[src/rtl/dly_seq_pkg.sv]
// Shared types for the delay-line phase sequencer.
// Assumes: 16 output phases (4-bit select) and 8 frequency ranges (3-bit code).
package dly_seq_pkg;

    localparam int SEL_W  = 4;
    localparam int FREQ_W = 3;

    localparam logic OP_INIT  = 1'b0;
    localparam logic OP_PHASE = 1'b1;

    typedef enum logic [4:0] {
        ST_IDLE,
        ST_I_PSAVE,
        ST_I_RST,
        ST_I_PDN,
        ST_I_FREQ,
        ST_I_UNRST,
        ST_I_UNPDN,
        ST_I_EN,
        ST_I_CKO,
        ST_I_LOCK,
        ST_P_QUIESCE,
        ST_P_WLOW,
        ST_P_SEL,
        ST_P_CKO,
        ST_P_WHIGH,
        ST_P_FIN
    } seq_state_e;

    typedef struct packed {
        logic              pwrsave;
        logic              rst;
        logic              pdn;
        logic              en;
        logic              ck_out;
        logic              cdr_en;
        logic              cdr_ext;
        logic [SEL_W-1:0]  sel;
        logic [FREQ_W-1:0] freq;
    } dll_ctl_t;

    localparam dll_ctl_t CTL_RESET = '{pwrsave: 1'b1, default: '0};

    // Reflected binary Gray code of a phase index.
    function automatic logic [SEL_W-1:0] to_gray(input logic [SEL_W-1:0] b);
        return b ^ (b >> 1);
    endfunction

endpackage

[src/rtl/dly_us_tick.sv]
// Microsecond tick divider.
// Produces a tick every DIV clocks; a restart makes the next clock a tick,
// so a status wait samples on its first cycle and then once per microsecond.
module dly_us_tick #(
    parameter int DIV = 50
) (
    input  logic clk,
    input  logic rst_n,
    input  logic restart,
    output logic tick
);
    localparam int CW = (DIV > 1) ? $clog2(DIV) : 1;

    logic [CW-1:0] cnt;

    // Down-counter that reloads after each tick.
    always_ff @(posedge clk) begin
        if (!rst_n) begin
            cnt <= '0;
        end else if (restart) begin
            cnt <= '0;
        end else if (cnt == '0) begin
            cnt <= CW'(DIV - 1);
        end else begin
            cnt <= cnt - 1'b1;
        end
    end

    assign tick = (cnt == '0);

endmodule

[src/rtl/dly_freq_code.sv]
// Clock-rate to frequency-code map.
// Code = number of range bounds below the rate; above the last bound the
// code falls back to 0. Purely combinational.
module dly_freq_code #(
    parameter int          RATE_W = 9,
    parameter int          NB     = 8,
    parameter int unsigned BOUNDS [NB] = '{112, 125, 137, 150, 162, 175, 187, 200}
) (
    input  logic [RATE_W-1:0]      rate_mhz,
    output logic [$clog2(NB)-1:0]  code
);
    localparam int CODE_W = $clog2(NB);
    localparam int PADW   = 32 - RATE_W;

    logic [NB-1:0] above;

    for (genvar g = 0; g < NB; g++) begin : g_cmp
        assign above[g] = ({{PADW{1'b0}}, rate_mhz} > BOUNDS[g]);
    end

    // Count exceeded bounds; out-of-table rates map to code 0.
    always_comb begin
        logic [CODE_W-1:0] acc;
        acc = '0;
        for (int i = 0; i < NB - 1; i++) begin
            acc = acc + CODE_W'(above[i]);
        end
        code = above[NB-1] ? '0 : acc;
    end

endmodule

[src/rtl/dly_poll_unit.sv]
// Bounded status poll.
// On each tick while active, a hit gives pass; a miss on the last allowed
// sample gives expire. Restart clears the sample count.
module dly_poll_unit #(
    parameter int MAX_POLLS = 50
) (
    input  logic clk,
    input  logic rst_n,
    input  logic restart,
    input  logic active,
    input  logic tick,
    input  logic hit,
    output logic pass,
    output logic expire
);
    localparam int PW = (MAX_POLLS > 1) ? $clog2(MAX_POLLS) : 1;

    logic [PW-1:0] cnt;
    logic          sample;

    assign sample = active && tick;
    assign pass   = sample && hit;
    assign expire = sample && !hit && (cnt == PW'(MAX_POLLS - 1));

    // Count failed samples of the current wait.
    always_ff @(posedge clk) begin
        if (!rst_n) begin
            cnt <= '0;
        end else if (restart) begin
            cnt <= '0;
        end else if (sample && !hit && !expire) begin
            cnt <= cnt + 1'b1;
        end
    end

endmodule

[src/rtl/dly_phase_seq.sv]
// Delay-line phase programming sequencer (top).
// Runs the initialise and set-phase command sequences on the delay-line
// control bits, one control step per clock, with bounded status waits.
// Assumes: status inputs are synchronous to clk; CLK_MHZ is an integer.
module dly_phase_seq
    import dly_seq_pkg::*;
#(
    parameter int CLK_MHZ   = 50,
    parameter int MAX_POLLS = 50,
    parameter int PHASE_W   = 5,
    parameter int RATE_W    = 9
) (
    input  logic                clk,
    input  logic                rst_n,
    input  logic                cmd_start,
    input  logic                cmd_op,
    input  logic [PHASE_W-1:0]  cmd_phase,
    input  logic [RATE_W-1:0]   cmd_rate_mhz,
    input  logic                st_lock,
    input  logic                st_ck_out,
    output logic                busy,
    output logic                done,
    output logic                timeout,
    output logic                reject,
    output logic                dll_pwrsave,
    output logic                dll_rst,
    output logic                dll_pdn,
    output logic                dll_en,
    output logic                dll_ck_out_en,
    output logic                dll_cdr_en,
    output logic                dll_cdr_ext,
    output logic [SEL_W-1:0]    dll_sel,
    output logic [FREQ_W-1:0]   dll_freq
);
    localparam int                 NUM_PHASES = 1 << SEL_W;
    localparam logic [PHASE_W-1:0] PH_LIMIT   = PHASE_W'(NUM_PHASES);

    seq_state_e          state;
    dll_ctl_t            ctl;
    logic [SEL_W-1:0]    sel_q;
    logic [FREQ_W-1:0]   code_q;
    logic [FREQ_W-1:0]   fcode;
    logic                restart;
    logic                poll_active;
    logic                poll_hit;
    logic                tick;
    logic                pass;
    logic                expire;

    dly_freq_code #(
        .RATE_W (RATE_W),
        .NB     (1 << FREQ_W)
    ) u_fcode (
        .rate_mhz (cmd_rate_mhz),
        .code     (fcode)
    );

    dly_us_tick #(
        .DIV (CLK_MHZ)
    ) u_tick (
        .clk     (clk),
        .rst_n   (rst_n),
        .restart (restart),
        .tick    (tick)
    );

    dly_poll_unit #(
        .MAX_POLLS (MAX_POLLS)
    ) u_poll (
        .clk     (clk),
        .rst_n   (rst_n),
        .restart (restart),
        .active  (poll_active),
        .tick    (tick),
        .hit     (poll_hit),
        .pass    (pass),
        .expire  (expire)
    );

    // Restart the tick and sample count in the step just before each wait.
    assign restart = (state == ST_I_CKO) || (state == ST_P_QUIESCE) || (state == ST_P_CKO);

    // Select which status condition the current wait is looking for.
    always_comb begin
        poll_active = 1'b1;
        poll_hit    = 1'b0;
        case (state)
            ST_I_LOCK:  poll_hit = st_lock;
            ST_P_WLOW:  poll_hit = !st_ck_out;
            ST_P_WHIGH: poll_hit = st_ck_out;
            default:    poll_active = 1'b0;
        endcase
    end

    // Command acceptance, step sequencing and result pulses.
    always_ff @(posedge clk) begin
        if (!rst_n) begin
            state   <= ST_IDLE;
            ctl     <= CTL_RESET;
            sel_q   <= '0;
            code_q  <= '0;
            done    <= 1'b0;
            timeout <= 1'b0;
            reject  <= 1'b0;
        end else begin
            done    <= 1'b0;
            timeout <= 1'b0;
            reject  <= 1'b0;
            case (state)
                ST_IDLE: begin
                    if (cmd_start) begin
                        if (cmd_op == OP_INIT) begin
                            code_q <= fcode;
                            state  <= ST_I_PSAVE;
                        end else if (cmd_phase < PH_LIMIT) begin
                            sel_q <= to_gray(cmd_phase[SEL_W-1:0]);
                            state <= ST_P_QUIESCE;
                        end else begin
                            reject <= 1'b1;
                        end
                    end
                end
                ST_I_PSAVE: begin
                    ctl.pwrsave <= 1'b0;
                    state       <= ST_I_RST;
                end
                ST_I_RST: begin
                    ctl.rst <= 1'b1;
                    state   <= ST_I_PDN;
                end
                ST_I_PDN: begin
                    ctl.pdn <= 1'b1;
                    state   <= ST_I_FREQ;
                end
                ST_I_FREQ: begin
                    ctl.freq <= code_q;
                    state    <= ST_I_UNRST;
                end
                ST_I_UNRST: begin
                    ctl.rst <= 1'b0;
                    state   <= ST_I_UNPDN;
                end
                ST_I_UNPDN: begin
                    ctl.pdn <= 1'b0;
                    state   <= ST_I_EN;
                end
                ST_I_EN: begin
                    ctl.en <= 1'b1;
                    state  <= ST_I_CKO;
                end
                ST_I_CKO: begin
                    ctl.ck_out <= 1'b1;
                    state      <= ST_I_LOCK;
                end
                ST_I_LOCK: begin
                    if (pass) begin
                        done  <= 1'b1;
                        state <= ST_IDLE;
                    end else if (expire) begin
                        timeout <= 1'b1;
                        state   <= ST_IDLE;
                    end
                end
                ST_P_QUIESCE: begin
                    ctl.cdr_en  <= 1'b0;
                    ctl.ck_out  <= 1'b0;
                    ctl.cdr_ext <= 1'b1;
                    ctl.en      <= 1'b1;
                    state       <= ST_P_WLOW;
                end
                ST_P_WLOW: begin
                    if (pass) begin
                        state <= ST_P_SEL;
                    end else if (expire) begin
                        timeout <= 1'b1;
                        state   <= ST_IDLE;
                    end
                end
                ST_P_SEL: begin
                    ctl.sel <= sel_q;
                    state   <= ST_P_CKO;
                end
                ST_P_CKO: begin
                    ctl.ck_out <= 1'b1;
                    state      <= ST_P_WHIGH;
                end
                ST_P_WHIGH: begin
                    if (pass) begin
                        state <= ST_P_FIN;
                    end else if (expire) begin
                        timeout <= 1'b1;
                        state   <= ST_IDLE;
                    end
                end
                ST_P_FIN: begin
                    ctl.cdr_en  <= 1'b1;
                    ctl.cdr_ext <= 1'b0;
                    done        <= 1'b1;
                    state       <= ST_IDLE;
                end
                default: state <= ST_IDLE;
            endcase
        end
    end

    assign busy          = (state != ST_IDLE);
    assign dll_pwrsave   = ctl.pwrsave;
    assign dll_rst       = ctl.rst;
    assign dll_pdn       = ctl.pdn;
    assign dll_en        = ctl.en;
    assign dll_ck_out_en = ctl.ck_out;
    assign dll_cdr_en    = ctl.cdr_en;
    assign dll_cdr_ext   = ctl.cdr_ext;
    assign dll_sel       = ctl.sel;
    assign dll_freq      = ctl.freq;

endmodule

[config.mk]
export PLATFORM = sky130hd
export DESIGN_NAME = dly_phase_seq
export DESIGN_NICKNAME = d
export VERILOG_FILES = /design/src/rtl/dly_seq_pkg.sv /design/src/rtl/dly_us_tick.sv /design/src/rtl/dly_freq_code.sv /design/src/rtl/dly_poll_unit.sv /design/src/rtl/dly_phase_seq.sv
export SDC_FILE = /design/constraint.sdc
export NUM_CORES = 1
export LEC_CHECK = 0
export ABC_CLOCK_PERIOD_IN_PS = 6530
export BUFFER_PORTS_ARGS = -buffer_cell sky130_fd_sc_hd__buf_4
export CAP_MARGIN = 20
export CELL_PAD_IN_SITES_DETAIL_PLACEMENT = 1
export CELL_PAD_IN_SITES_GLOBAL_PLACEMENT = 2
export CORE_UTILIZATION = 36
export CTS_CLUSTER_SIZE = 10
export DETAILED_ROUTE_END_ITERATION = 12
export PLACE_DENSITY = 0.86
export SYNTH_ARGS = -nofsm -noshare
export SYNTH_HDL_FRONTEND = slang
export SYNTH_SLANG_ARGS = --single-unit
[constraint.sdc]
create_clock -name clk -period 6.53 [get_ports clk]
set_input_delay 0 -clock clk [delete_from_list [all_inputs] [get_ports clk]]
set_output_delay 0 -clock clk [all_outputs]
set_load 0.01 [all_outputs]
# Word-level counts from Yosys, hierarchy flattened
# Cells that the tools add are included.
# word_totals
ff_bits,41
in_bits,20
output_inout_bits,18
word_cells,104
# classes
n_lt_le_gt_ge,9
n_bitwise,4
addsub,8
eq_ne,18
n_mux,20
reduce_logical,27
# op_table
operator,count
$pmux W5 S15,1
$gt A9 B8 Y1 const B,6
$eq A5 B4 Y1 const B,8
$mux W5,7
$eq A5 B3 Y1 const B,4
$gt A9 B7 Y1 const B,2
$add A3 B1 Y3,5
$eq A5 B2 Y1 const B,2
$reduce_or A3 Y1,3
$pmux W1 S2,4
$reduce_and A4 Y1,2
$reduce_bool A2 Y1,4
$add A6 B1 Y6 const B,1
$eq A6 B6 Y1 const B,1
$logic_not A6 Y1,1
$mux W6,1
$reduce_or A2 Y1,3
$sub A6 B1 Y6 const B,1
$eq A5 B1 Y1 const B,1
$logic_and A1 B1 Y1,5
$logic_not A5 Y1,1
$lt A5 B5 Y1 const B,1
$reduce_bool A5 Y1,1
$mux W1,4
12 further kinds,17

# Longest topological paths before layout
# Gate-level depths: netlist (run 1).
# depth
word_depth,9
depth_mapped,14
depth_no_buf,13

# Hierarchy
# A second synthesis (run 1) with hierarchy kept.
# hier_totals
hier_cells,297
area_unflattened_um2,2477.4
# modules_own_cells
module,cells_each,area_each_um2,seq_area_each_um2,n_inst
dly_phase_seq,186,1537.7,580.6,1
dly_poll_unit,39,356.6,120.1,1
dly_freq_code,41,292.8,0.0,1
dly_us_tick,31,290.3,120.1,1

# Worst setup path after synthesis (run 1)
# No wires, ideal clock.
# synth_timing
path_type,input -> register
startpoint,input cmd_rate_mhz[1]
endpoint,register code_q[2]
path_slack_ns,3.800
setup_time_ns,0.128
t_required_ns,6.402
path_stages,13
arrival_time_ns,2.603
cell_sequence,nor4_1 o21ai_0 ha_1 inv_1 fa_1 inv_1 fa_1 ha_1 inv_1 fa_1 xnor2_1 a22oi_1 nor2_1
# synth_via
elab_chain_cells,8
# synth_rtl
item,line,source
start: declaration,dly_phase_seq.sv:18,"input logic [RATE_W-1:0] cmd_rate_mhz,"
$gt A9 B7 Y1,dly_freq_code.sv:18,"assign above[g] = ({{PADW{1'b0}}, rate_mhz} > BOUNDS[g]);"
$add A1 B1 Y2,dly_freq_code.sv:26,acc = acc + CODE_W'(above[i]);
$add A3 B1 Y3 (5 in a row),dly_freq_code.sv:26,
$mux W3 *,dly_freq_code.sv:28,code = above[NB-1] ? '0 : acc;
end signal: assignment,dly_phase_seq.sv:113,code_q <= fcode;
end: declaration,dly_phase_seq.sv:41,logic [FREQ_W-1:0] code_q;
# Mark *: on every way between the ends. The rest lies on a longest branch, timed or not.
# A chain may end at the register's enable or synchronous reset.

# Worst setup path in the final report (run 1)
# Ends and elaborated chain as after synthesis.

==> results.ini, run 1 <==
[worst_hold_path]
hold_start=cmd_phase[0]
hp-class=in2reg
whs_endpoint=sel_q[0]$_SDFFE_PN0P_
holdPathStages=4

[synth]
ys_types=59
mappedNetlistArea_um2=2380
ys_ff_latch=41
ys.flop_type=dfxtp_1
ys_top_cells_by_area=dfxtp_1, nor2_1, mux2i_1
synth_top_area_frac=0.345
avgSynthCellArea_um2=8.37
async_reset_ff_frac=0
yosysWarnings=0
syn_nets=313
yosysTopAreaCell=dfxtp_1
yosysSeqAreaShare=0.345
synth_edf_count=0
netlist_instances=284

[setup_path]
slowest_delay_ns=0.55
r2r_setup_slack_ns=4.07
path_class=in2reg
r2r_start=state[3]$_SDFFE_PN0P_
cp_data_arrival_time_ns=2.96
crit_chain=buf_4 -> nor4_1 -> o21ai_0 -> ha_1 -> inv_1 -> fa_1 -> inv_1 -> fa_1 -> ha_1 -> inv_1 -> fa_1 -> xnor2_1 -> a22oi_1 -> nor2_1
setup.worst_path.end_class=register
reg2reg_to=u_poll.cnt[1]$_SDFFE_PP0P_
critPathBufInv=4
cp-start-kind=input port
cp_slowest_cell=fa_1
required_ns=6.69
r2r_cells=5
critPathTopFamily=adder cells
cp_max_fo=6

[power_and_ir_drop]
power_density_nw_per_um2=221
ir_worst_vdd_uv=136
leakagePower_uw=0.00118

[clock_tree]
htree_num_levels=2
post_cts_buffers=0
cts_sinks=41
path_clk_slew_ns=0.08
postCtsHoldBufs=5
clkLatencyLatePin_ns=0.30
cts_buffers=5
cts_resized=0
cts_tree=done
clock_path_buffers=2
cts-root-buf=clkbuf_8

[routing]
drt_wl_total_um=5670
viasPerCell=5.33
drtIter0Drc=48
drt-pass1-iter-count=4
ant_nets=0
route.detailed.drc=0
vias=2085
wl_per_cell_um=14.5

[floorplan]
die_x_um=83.2
dieArea_um2=6930
start_util=0.374
io_pins=38
core_area_um2=6350
fp.dieH_um=83.2
rows=29

[sta]
finClkSkew_ns=0.00673
relSlewSlack=0.395
hold_slack_ns=0.0514
hold_viol=0
fin_crit_sh=0.428
rsz0062_at_grt=no
period_minus_slack_ns=2.79
fin_setup_tns_ns=0
final_max_slew_viol_count=0
setup_violations=0
worstMarginPinSlew_ns=0.906
fmax_mhz=358

[global_routing]
antenna_found_initial=0
grt_pass1_wl_um=9260
grt_overflow_total=0
grt_usage=0.165
grt_max_degree=28
first_global_vias=2001

[placement]
dp_hpwl_um=4120
routabilityCongestion=0.730
portBuffers=37

[layout]
diodes=0
area_growth_pct=18.0
seqCellArea_um2=821
multi_input_area_um2=1420
nets=342
num-fill-cells=792
drive_gt1_frac=0.166

[status]
status=finished clean

[flow_run]
drv_cap=0

registers in the layout, summed over array words and instances (netlist names):
signal         count
u_poll.cnt         6
u_tick.cnt         6
state              5
dll_sel            4
sel_q              4
code_q             3
dll_freq           3
dll_cdr_en         1
dll_cdr_ext        1
dll_ck_out_en      1
dll_en             1
dll_pdn            1
dll_pwrsave        1
dll_rst            1
done               1
reject             1
timeout            1
Yosys cell counts (2+ instances only):
cell type and n:
a211oi_1 3, a21o_1 7, a21oi_1 13, a22oi_1 2, a311oi_1 2, a31o_2 2, a31oi_1 2, and3b_1 2
buf_2 7, clkbuf_1 8, clkbuf_2 2, dfxtp_1 41, fa_1 3, ha_1 6, inv_1 11, mux2i_1 12
nand2_1 16, nand2b_1 6, nand3_1 9, nand3b_1 3, nand4b_1 2, nor2_1 41, nor2b_1 6, nor3_1 5
nor3b_1 2, nor4_1 6, nor4b_1 2, o2111ai_1 2, o21a_1 3, o21ai_0 13, o21bai_1 2, o31ai_1 3
or4_1 3, xnor2_1 9, xor2_1 4
per-layer routing:
metal / global-route usage / vias up / part of all wire
met2: 0.289 / 26 / 0.49
met5: 0 / - / 0
met4: 0.0517 / 0 / 0.0099
met1: 0.204 / 992 / 0.47
met3: 0.0298 / 5 / 0.029
li1: - / 1062 / -
per-stage QoR:
step           instance area (um2)  power [uW]  utilization  instances  setup slack [ns]
2_1_floorplan                 2380         397            -        284              3.80
3_3_place_gp                  2650         432        0.418        378              3.51
3_5_place_dp                  2650         440        0.418        378              3.41
4_1_cts                       2800         628        0.442        391              3.72
5_1_grt                       2800         652        0.442        391              3.55
6_report                      2800         618        0.442        391              3.74
worst max-delay path by stage:
stage | start | to | slack, ns | cells after the start
3_5_place_dp | cmd_rate_mhz[1] | code_q[2]$_SDFFE_PN0P_ | 3.41 | 14
6_report | cmd_rate_mhz[1] | code_q[2]$_SDFFE_PN0P_ | 3.74 | 14
2_1_floorplan | cmd_rate_mhz[1] | code_q[2]$_SDFFE_PN0P_ | 3.80 | 13
5_1_grt | cmd_rate_mhz[1] | code_q[2]$_SDFFE_PN0P_ | 3.55 | 14
3_3_place_gp | cmd_rate_mhz[1] | code_q[2]$_SDFFE_PN0P_ | 3.51 | 14
4_1_cts | cmd_rate_mhz[1] | code_q[2]$_SDFFE_PN0P_ | 3.72 | 14
cell usage in the layout (no fill, tap or decap), types with 7 or more instances in the layout:
master,netlist,layout
a21o_1,7,7
a21oi_1,13,13
buf_4,1,37
clkbuf_8,0,7
dfxtp_1,41,41
inv_1,11,11
mux2i_1,12,12
nand2_1,16,16
nand3_1,9,9
nor2_1,41,41
o21ai_0,13,13
xnor2_1,9,9
cell families (layout without fill, tap and decap cells):
group,after synthesis,count (layout),share of synthesized area
buffers and inverters,31,61,0.0585
AND/OR/NAND/NOR,110,110,0.244
adder cells (fa/ha/maj),9,9,0.0569
XOR/XNOR,13,13,0.0479
AO/OA/AOI/OAI,67,67,0.195
other,1,1,0.00158
flip-flops,41,41,0.345
multiplexers,12,12,0.0506
power breakdown:
part | total (uW) | internal [uW] | switching (uW) | leakage (uW)
combinational | 144 | 67.1 | 77.1 | 0.000795
sequential | 290 | 271 | 19.4 | 0.000333
clock | 184 | 95.6 | 88.7 | 0.0000542
final cells by class:
class,count,share of cell area
inverter,11,0.0147
multi-input combinational,212,0.505
timing repair buffer,42,0.117
tap,77,0.0344
clock buffer,7,0.0344
sequential,41,0.293
clock inverter,1,0.00178
worst register-to-register path, cell delays in order, from the launching register on:
cell and delay, ns:
dfxtp_1 0.65, nor2b_1 0.56, o2111ai_1 0.41, nor4_2 0.46, nor2_1 0.08, a211oi_1 0.22
No activity file was read; power rests on OpenSTA's default activity.
==> inputs of run 2 (changes only) <==
--- a/config.mk
+++ b/config.mk
@@ -5,15 +5,15 @@
 export SDC_FILE = /design/constraint.sdc
 export NUM_CORES = 1
 export LEC_CHECK = 0
-export ABC_CLOCK_PERIOD_IN_PS = 6530
+export ABC_CLOCK_PERIOD_IN_PS = 2660
 export BUFFER_PORTS_ARGS = -buffer_cell sky130_fd_sc_hd__buf_4
 export CAP_MARGIN = 20
 export CELL_PAD_IN_SITES_DETAIL_PLACEMENT = 1
 export CELL_PAD_IN_SITES_GLOBAL_PLACEMENT = 2
-export CORE_UTILIZATION = 36
+export CORE_UTILIZATION = 33
 export CTS_CLUSTER_SIZE = 10
 export DETAILED_ROUTE_END_ITERATION = 12
-export PLACE_DENSITY = 0.86
+export PLACE_DENSITY = 0.8
 export SYNTH_ARGS = -nofsm -noshare
 export SYNTH_HDL_FRONTEND = slang
 export SYNTH_SLANG_ARGS = --single-unit
==> constraint.sdc (replaced) <==
create_clock -name clk -period 2.66 [get_ports clk]
set_input_delay 0 -clock clk [delete_from_list [all_inputs] [get_ports clk]]
set_output_delay 0 -clock clk [all_outputs]
set_load 0.01 [all_outputs]
==> run 2 against run 1 <==
  * Worst hold slack better by 0.0046 ns
  * Power increased by 150%
  * Register-to-register slack got worse by 3.7 ns
  * Largest cell class unchanged
==> results.ini, run 2 (synthesized netlist as in run 1, its figures left out) <==
[status]
status=finished clean

[sta]
finClkSkew_ns=0.00714
setup_violations=0
rsz0062_at_grt=yes
fmax_mhz=384
final_max_slew_viol_count=0
period_minus_slack_ns=2.60
fin_crit_sh=0.978
worstMarginPinSlew_ns=0.668
worst_slack_ns=0.0583
relSlewSlack=0.551
hold_viol=0

[flow_run]
drv_cap=0

[setup_path]
cp-startpoint=cmd_rate_mhz[1]
cp_max_fo=5
setup.worst_path.end_class=register
cp-start-kind=input port
r2r_setup_slack_ns=0.42
required_ns=2.82
r2r_start=state[3]$_SDFFE_PN0P_
reg2reg_to=code_q[1]$_SDFFE_PN0P_
crit_end=code_q[2]$_SDFFE_PN0P_
path_class=in2reg
r2r_cells=5
cp_data_arrival_time_ns=2.76

[floorplan]
fp.dieH_um=86.9
core_area_um2=6870
start_util=0.346
rows=30
dieArea_um2=7540
die_x_um=86.9
io_pins=38

[power_and_ir_drop]
power_density_nw_per_um2=510
leakagePower_uw=0.00127
ir_worst_vdd_uv=282

[routing]
drt_wl_total_um=6140
drt-pass1-iter-count=4
ant_nets=0
vias=2189
wl_per_cell_um=14.4
route.detailed.drc=0
drtIter0Drc=83
viasPerCell=5.13

[clock_tree]
cts_sinks=41
post_cts_buffers=0
path_clk_slew_ns=0.08
cts-root-buf=clkbuf_8
clock_path_buffers=2
cts_buffers=5
htree_num_levels=2
cts_tree=done
clkLatencyLatePin_ns=0.30

[placement]
routabilityCongestion=0.826
dp_hpwl_um=4620
place_ws_ns=-0.332
portBuffers=37

[layout]
nets=360
reg.largest.list=u_poll.cnt x6, u_tick.cnt x6, state x5
mostFrequentLayoutCells=buf_4, nor2_1, dfxtp_1
multi_input_area_um2=1450
seqCellArea_um2=821
area_growth_pct=25.6
diodes=0
final_util=0.434
drive_gt1_frac=0.224
layout.cells.most_common=buf_4
num-fill-cells=838

[global_routing]
antenna_found_initial=0
grt_max_degree=22
grt_overflow_total=0
first_global_vias=2220
grt_usage=0.179
grt_pass1_wl_um=10500

[worst_hold_path]
hp-class=in2reg

[run 2: power by group]
part / switching, uW / internal (uW)
logic: 200 / 185
clock network: 216 / 206
registers: 49.6 / 664
total: 465 / 1060
[run 2: critical path, cell delays in order]
cell,delay [ns]
buf_4,0.14
nor4_4,0.28
o21ai_1,0.09
ha_1,0.28
inv_1,0.04
fa_1,0.48
inv_1,0.05
fa_1,0.49
ha_2,0.17
inv_1,0.05
fa_2,0.36
xnor2_2,0.16
a22oi_2,0.12
nor2_1,0.06
[run 2: how the worst min path moves through the flow]
stage,to,slack (ns),cells after the start,startpoint
after global placement,dll_pwrsave$_SDFFE_PN1P_,0.24,2,rst_n
after CTS,sel_q[0]$_SDFFE_PN0P_,0.06,4,cmd_phase[0]
after detailed placement,dll_pwrsave$_SDFFE_PN1P_,0.24,2,rst_n
after global routing,sel_q[2]$_SDFFE_PN0P_,0.07,4,cmd_phase[2]
final,sel_q[0]$_SDFFE_PN0P_,0.06,4,cmd_phase[0]
after floorplan,dll_pwrsave$_SDFFE_PN1P_,0.06,1,rst_n
[run 2: timing repair]
| action | in CTS | in global routing |
|---|---|---|
| resized for setup | 0 | 3 |
| pin swaps | 4 | 4 |
| setup endpoints to repair | 1 | 2 |
| hold buffers | 5 | 0 |
| hold endpoints to repair | 5 | 0 |
[run 2: through the flow]
| step | instances | cell area (um2) | total power, uW | TNS (ns) | hold WS (ns) |
|---|---|---|---|---|---|
| final | 427 | 2980 | 1520 | 0 | 0.0560 |
| after global routing | 427 | 2980 | 1630 | -0.0184 | 0.0725 |
| after CTS | 427 | 2970 | 1530 | 0 | 0.0597 |
| after detailed placement | 415 | 2830 | 1100 | -0.638 | 0.244 |
| after global placement | 415 | 2830 | 1080 | -0.440 | 0.237 |
| after floorplan | 284 | 2400 | 978 | 0 | 0.0619 |
[run 2: layout make-up]
class | instances | share of cell area
inverters | 11 | 0.0138
clock buffers | 7 | 0.0289
flip-flops and latches | 41 | 0.275
repair buffers | 60 | 0.155
multi-input cells | 212 | 0.487
well taps | 96 | 0.0403
[run 2: per-layer routing]
layer	global-route usage	share of wire	vias up	routed length (um)
met4	0.0455	0.010	0	63
li1	-	-	1099	-
met1	0.229	0.49	1054	3000
met2	0.307	0.47	31	2870
met5	0	0	-	0
met3	0.0379	0.034	5	209
